## src/rtl/ccr_pkg.sv

```systemverilog
package ccr_pkg;
  typedef enum logic [2:0] {
    OP_ADD  = 3'd0,
    OP_ADC  = 3'd1,
    OP_SUB  = 3'd2,
    OP_AND  = 3'd3,
    OP_OR   = 3'd4,
    OP_XOR  = 3'd5,
    OP_LOAD = 3'd6,
    OP_TEST = 3'd7
  } op_e;

  localparam int CCR_W = 8;
  localparam int POS_C = 0;
  localparam int POS_Z = 1;
  localparam int POS_N = 2;
  localparam int POS_I = 3;
  localparam int POS_H = 4;
  localparam int POS_V = 7;
  localparam logic [CCR_W-1:0] ONES_MASK = 8'b0110_0000;

  typedef struct packed {
    logic v;
    logic h;
    logic n;
    logic z;
    logic c;
  } aflags_t;
endpackage

```

## src/rtl/ccr_alu.sv

```systemverilog
module ccr_alu
  import ccr_pkg::*;
#(
  parameter int W = 8
) (
  input  op_e            op,
  input  logic [W-1:0]   a,
  input  logic [W-1:0]   m,
  input  logic           cin,
  output logic [W-1:0]   res,
  output aflags_t        fl,
  output logic           h_own,
  output logic           c_own
);
  localparam int HB = W / 2;

  logic [W:0]  wide;
  logic [HB:0] low;
  logic        ci;

  always_comb begin
    ci    = (op == OP_ADC) ? cin : 1'b0;
    wide  = '0;
    low   = '0;
    res   = '0;
    fl    = '0;
    h_own = 1'b0;
    c_own = 1'b0;
    unique case (op)
      OP_ADD, OP_ADC: begin
        wide  = {1'b0, a} + {1'b0, m} + {{W{1'b0}}, ci};
        low   = {1'b0, a[HB-1:0]} + {1'b0, m[HB-1:0]} + {{HB{1'b0}}, ci};
        res   = wide[W-1:0];
        fl.c  = wide[W];
        fl.h  = low[HB];
        fl.v  = (a[W-1] == m[W-1]) && (res[W-1] != a[W-1]);
        h_own = 1'b1;
        c_own = 1'b1;
      end
      OP_SUB: begin
        wide  = {1'b0, a} - {1'b0, m};
        res   = wide[W-1:0];
        fl.c  = wide[W];
        fl.v  = (a[W-1] != m[W-1]) && (res[W-1] != a[W-1]);
        c_own = 1'b1;
      end
      OP_AND:  res = a & m;
      OP_OR:   res = a | m;
      OP_XOR:  res = a ^ m;
      OP_LOAD: res = m;
      OP_TEST: res = a;
      default: res = '0;
    endcase
    fl.n = res[W-1];
    fl.z = ~|res;
  end
endmodule

```

## src/rtl/ccr_arith_flags.sv

```systemverilog
module ccr_arith_flags
  import ccr_pkg::*;
(
  input  logic    clk,
  input  logic    rst_n,
  input  logic    upd,
  input  logic    ld,
  input  aflags_t ld_val,
  input  aflags_t alu_fl,
  input  logic    h_own,
  input  logic    c_own,
  input  logic    op_is_logic,
  output aflags_t q
);
  aflags_t d;

  always_comb begin
    d = q;
    if (ld) begin
      d = ld_val;
    end else if (upd) begin
      d.v = alu_fl.v;
      d.n = alu_fl.n;
      d.z = alu_fl.z;
      if (h_own) d.h = alu_fl.h;
      if (c_own) d.c = alu_fl.c;
    end
  end

  always_ff @(posedge clk or negedge rst_n) begin
    if (!rst_n) q <= '0;
    else        q <= d;
  end

  // H survives any non-add operation
  a_r4_h_holds: assert property (@(posedge clk) disable iff (!rst_n)
    (upd && !ld && !h_own) |=> $stable(q.h));

  // C survives logical/load/test
  a_r6_c_holds: assert property (@(posedge clk) disable iff (!rst_n)
    (upd && !ld && !c_own) |=> $stable(q.c));

  // logical group clears V
  a_r3_logic_clears_v: assert property (@(posedge clk) disable iff (!rst_n)
    (upd && !ld && op_is_logic) |=> !q.v);

  // no request leaves every flag in place
  a_r11_idle_stable: assert property (@(posedge clk) disable iff (!rst_n)
    (!upd && !ld) |=> $stable(q));
endmodule

```

## src/rtl/ccr_mask.sv

```systemverilog
module ccr_mask (
  input  logic clk,
  input  logic rst_n,
  input  logic int_entry,
  input  logic ld,
  input  logic ld_i,
  input  logic set_req,
  input  logic clr_req,
  output logic i_q,
  output logic en_q
);
  logic i_d;

  always_comb begin
    i_d = i_q;
    if (int_entry)    i_d = 1'b1;
    else if (ld)      i_d = ld_i;
    else if (set_req) i_d = 1'b1;
    else if (clr_req) i_d = 1'b0;
  end

  always_ff @(posedge clk or negedge rst_n) begin
    if (!rst_n) begin
      i_q  <= 1'b1;
      en_q <= 1'b0;
    end else begin
      i_q  <= i_d;
      en_q <= ~i_d;
    end
  end

  // interrupt entry forces the mask on the next edge
  a_r7_entry_masks: assert property (@(posedge clk) disable iff (!rst_n)
    int_entry |=> i_q);

  // a clear request alone opens the mask
  a_r7_clear_alone: assert property (@(posedge clk) disable iff (!rst_n)
    (clr_req && !set_req && !ld && !int_entry) |=> !i_q);

  // enable is always the complement of the mask
  a_r8_enable_inverse: assert property (@(posedge clk) disable iff (!rst_n)
    en_q == !i_q);
endmodule

```

## src/rtl/ccr_unit.sv

```systemverilog
module ccr_unit
  import ccr_pkg::*;
(
  input  logic       clk,
  input  logic       rst_n,
  input  logic       op_valid,
  input  logic [2:0] op_sel,
  input  logic [7:0] acc_in,
  input  logic [7:0] mem_in,
  input  logic       int_entry,
  input  logic       mask_set,
  input  logic       mask_clr,
  input  logic       ccr_load,
  input  logic [7:0] ccr_din,
  output logic [7:0] ccr_out,
  output logic [7:0] result_out,
  output logic       irq_enable
);
  op_e          op;
  logic [7:0]   alu_res;
  aflags_t      alu_fl;
  aflags_t      fl_q;
  aflags_t      ld_val;
  logic         h_own;
  logic         c_own;
  logic         op_is_logic;
  logic         i_q;
  logic [7:0]   res_q;

  assign op          = op_e'(op_sel);
  assign op_is_logic = !(h_own || c_own);
  assign ld_val      = '{v: ccr_din[POS_V], h: ccr_din[POS_H], n: ccr_din[POS_N],
                         z: ccr_din[POS_Z], c: ccr_din[POS_C]};

  ccr_alu #(.W(CCR_W)) u_alu (
    .op    (op),
    .a     (acc_in),
    .m     (mem_in),
    .cin   (fl_q.c),
    .res   (alu_res),
    .fl    (alu_fl),
    .h_own (h_own),
    .c_own (c_own)
  );

  ccr_arith_flags u_flags (
    .clk         (clk),
    .rst_n       (rst_n),
    .upd         (op_valid),
    .ld          (ccr_load),
    .ld_val      (ld_val),
    .alu_fl      (alu_fl),
    .h_own       (h_own),
    .c_own       (c_own),
    .op_is_logic (op_is_logic),
    .q           (fl_q)
  );

  ccr_mask u_mask (
    .clk       (clk),
    .rst_n     (rst_n),
    .int_entry (int_entry),
    .ld        (ccr_load),
    .ld_i      (ccr_din[POS_I]),
    .set_req   (mask_set),
    .clr_req   (mask_clr),
    .i_q       (i_q),
    .en_q      (irq_enable)
  );

  always_ff @(posedge clk or negedge rst_n) begin
    if (!rst_n)        res_q <= '0;
    else if (op_valid) res_q <= alu_res;
  end

  assign result_out = res_q;

  genvar b;
  for (b = 0; b < CCR_W; b++) begin : g_byte
    if (ONES_MASK[b]) begin : g_one
      assign ccr_out[b] = 1'b1;
    end else if (b == POS_V) begin : g_v
      assign ccr_out[b] = fl_q.v;
    end else if (b == POS_H) begin : g_h
      assign ccr_out[b] = fl_q.h;
    end else if (b == POS_I) begin : g_i
      assign ccr_out[b] = i_q;
    end else if (b == POS_N) begin : g_n
      assign ccr_out[b] = fl_q.n;
    end else if (b == POS_Z) begin : g_z
      assign ccr_out[b] = fl_q.z;
    end else begin : g_c
      assign ccr_out[b] = fl_q.c;
    end
  end

  // Z and N agree with the registered result after an accepted operation
  a_r5_zn_track: assert property (@(posedge clk) disable iff (!rst_n)
    (op_valid && !ccr_load) |=> (ccr_out[POS_Z] == (result_out == 8'h00))
                                && (ccr_out[POS_N] == result_out[7]));

  // result register captures only accepted operations
  a_r2_result_hold: assert property (@(posedge clk) disable iff (!rst_n)
    !op_valid |=> $stable(result_out));
endmodule

```

## config.mk

```make
export PLATFORM = sky130hd
export DESIGN_NAME = ccr_unit
export DESIGN_NICKNAME = d
export VERILOG_FILES = /design/src/rtl/ccr_pkg.sv /design/src/rtl/ccr_alu.sv /design/src/rtl/ccr_arith_flags.sv /design/src/rtl/ccr_mask.sv /design/src/rtl/ccr_unit.sv
export SDC_FILE = /design/constraint.sdc
export NUM_CORES = 1
export LEC_CHECK = 0
export BUFFER_PORTS_ARGS = -buffer_cell sky130_fd_sc_hd__buf_2
export CAP_MARGIN = 0
export CORE_ASPECT_RATIO = 1.1
export CORE_UTILIZATION = 35
export CTS_BUF_LIST = sky130_fd_sc_hd__clkbuf_4 sky130_fd_sc_hd__clkbuf_8
export CTS_CLUSTER_DIAMETER = 100
export DETAILED_ROUTE_END_ITERATION = 7
export SKIP_CTS_REPAIR_TIMING = 1
export SYNTH_ARGS = -nofsm -noshare
export SYNTH_HDL_FRONTEND = slang
export SYNTH_SLANG_ARGS = --single-unit
```

## constraint.sdc

```tcl
create_clock -name clk -period 2.7 [get_ports clk]
set_input_delay 0.27 -clock clk [delete_from_list [all_inputs] [get_ports clk]]
set_output_delay 0.27 -clock clk [all_outputs]
set_load 0.03 [all_outputs]
```

==> summary.md <==
| Metric | Value |
|---|---|
| Outcome | finished clean |
| Gr ovfl total | 0 |
| PortBufs | between 40 and 50 |
| Via/cell ratio | 5.38 |
| TritonCTS clock tree | yes |
| Slew HR | 0.664 |
| Mean cell area of the mapped netlist | 8.58 sq um |
| Final worst setup slack | a little over 9 ps |
| First-pass GRT wire length | approximately 9400 um |
| Layout cell share with drive strength beyond 1 | 0.284 |
| WP data arrival | around 2900 ps |
| CP Class | flop to flop |
| Most common cell after layout, fill and taps aside | buf_2 |
| Pins Over Slew Limit | 0 |
| Post-detailed-routing wire length | slightly below 6000 um |
| Startpoint Class | flop |
| Clock transition at the registers of the reported paths | around 60 ps |
| EDFF count, synth | 0 |
| # DRC | 0 |
| Fin crit period | ~2700 ps |
| Largest net degree at the start of global routing | 26 |
| Final net count | 365 |
| Rows | 29 |
| MaxCap Viol Count | 0 |
| Clk sinks | 15 |
| CP startpoint | u_flags.q[0]$_DFFE_PN0P_ |
| Cell variety after synth | 69 |
| Synth Register Bits | 15 |
| PD cells | 374 mW/mm^2 |
| Register area share after synthesis | 0.171 |
| Layout Cells excl Fill | 380 |
| Synth Flop Type | dfrtp_1 |
| Total number of vias | approximately 2000 |
| I/O pin count | about 50 |
| Worst VDD drop | ~0.24 mV |
| Synth warnings | 0 |
| Die H | roughly 85 um |
| Commonest cells after routing, fill and taps aside | buf_2 (46), inv_1 (28), ha_1 (24) |
| CTS max path bufs | 2 |
| Fin crit share | 0.997 |
| Post-Route Utilization | 0.425 |
| Detailed Routing Iterations Pass 1 | 4 |
| Design Power | about 0.94 mW |
| Fraction of registers with async set/reset | 1.00 |
| Synthesized instance count | 257 |
| Initial drt markers | about 190 |
| Clk_skew | approximately 1.5 ps |
| Clock latency on the worst-skew pair | approximately 250 ps |
| Worst-margin pin slew | about 500 ps |
| Synth Cell Area | around 0.0022 sq mm |
| Endpoint type of the worst setup path | flop |
| Post-DR wirelength/cell | 15.3 um |
| # fillers | 601 |
| Fin Hold WS | around 230 ps |
| Die width | approximately 78 um |
| Die area | 0.00662 sq mm |
| Placer Congestion | about 0.9 |
| H-tree depth | 1 |
| Initial antenna violation count | 0 |
| CP Max Fanout | 2 |
| Final setup fails | 0 |
| ANT cells | 0 |
| Hpwl dp | 4540 um |
| Total Routing Usage GR | 0.178 |
| Slowest cell on the critical path | dfrtp_1 |
| Hold path cells | 3 |
| Reg2reg path depth | 10 |
| Area grow syn2layout | 14.0% |
| Reg-to-reg startpoint | u_flags.q[0]$_DFFE_PN0P_ |
| Clock root buffer | clkbuf_8 |
| Pre-CTS worst setup slack | -111 ps |
| Crit path required time | about 2900 ps |
| Core region area | slightly below 0.006 sq mm |
| Initial core utilization | 0.373 |
| CP max stage delay | ~380 ps |
| Vias in the first global route | ~1800 |
| Antenna-violating nets left | 0 |
| Hold Fails Final Rpt | 0 |
| HP Start | ccr_din[4] |
| Hold Crit Class | input pin to flop |
| Highest clock rate | roughly 370 MHz |
| Cells after DPL | roughly 380 |
| Cell Chain, Critical Path | inv_2 -> nor3_2 -> fa_2 -> fa_2 -> a21o_1 -> a21o_1 -> a221o_1 -> a222oi_1 -> nand4_1 -> o31ai_2 |
| TritonCTS buffer count | 3 |
| Leak pwr | 1.22 nW |
| RSZ-0062 raised after global routing | yes |
==> layout make-up <==
class / instances / area (sq um) / share of cell area
Sequential cell: 15 / 377 / 0.150
Tap cell: 77 / 96.3 / 0.0383
Timing Repair Buffer: 58 / 323 / 0.128
Inverter: 30 / 115 / 0.0458
Clock buffer: 4 / 48.8 / 0.0194
Multi-Input combinational cell: 196 / 1550 / 0.618
==> registers in the layout, indices dropped and copies added, names as in the netlist <==
name and cells:
result_out 8, u_flags.q 5, u_mask.en_q 1, u_mask.i_q 1
==> per-stage QoR <==
| stage | TNS (ps) | cell area (sq um) |
|---|---|---|
| global placement | -67.1 | 2450 |
| CTS | -70.8 | 2500 |
| detailed placement | -111 | 2450 |
| finish | 0 | 2510 |
| global route | -147 | 2510 |
| floorplan | 0 | 2210 |
==> critical path, delay by kind of cell, from the launching register on <==
| family | cells | cell delay, ps |
|---|---|---|
| compound gates | 5 | 1260 |
| fa+ha+maj | 2 | 680 |
| flops | 1 | 380 |
| simple gates | 2 | 210 |
| buf+inv | 1 | 70 |
==> where the power goes <==
| group | total, mW | internal [mW] | switching [mW] |
|---|---|---|---|
| Sequential | 0.272 | 0.257 | 0.0158 |
| Clock | 0.191 | 0.115 | 0.0765 |
| Combinational | 0.478 | 0.186 | 0.292 |
==> cells in the mapped netlist (all sizes together) (4+ instances only) <==
cell type,instances,area share
a21o,4,0.014
dfrtp,14,0.16
o31ai,6,0.023
buf,12,0.056
nor3,8,0.023
nor2b,7,0.020
nand2,12,0.020
mux2,4,0.020
a21oi,14,0.032
ha,24,0.14
o21ai,15,0.034
nor2,19,0.032
inv,30,0.052
nand2b,6,0.018
mux2i,7,0.032
clkbuf,5,0.022
==> metal layers <==
layer	track usage	part of all wire	vias up
met5	0	0	-
met4	0.0326	0.0045	0
met3	0.0204	0.051	2
met2	0.305	0.49	65
met1	0.240	0.45	961
li1	-	-	1015
==> path summary, 6_finish.rpt <==
kind / endpoint / slack (ps)
min reg2reg: result_out[7]$_DFFE_PN0P_ / 480
max in group asynchronous: u_mask.i_q$_DFF_PN1_ / 1960
min: u_flags.q[3]$_DFFE_PN0P_ / 230
max: u_flags.q[1]$_DFFE_PN0P_ / 9
min in group asynchronous: u_mask.en_q$_DFF_PN0_ / 450
max reg2reg: u_flags.q[1]$_DFFE_PN0P_ / 9
==> cells by family after synthesis <==
kind of cell | after synthesis | synth area share
AOI/OAI and AO/OA | 83 | 0.280
xor gates and xnor gates | 2 | 0.00795
adders and majority gates | 27 | 0.163
buffers and inverters | 47 | 0.131
DFF | 15 | 0.171
muxes | 13 | 0.0726
other | 1 | 0.00170
and+or+nand+nor | 69 | 0.173
Note: power is estimated with default switching activity, not from simulation.
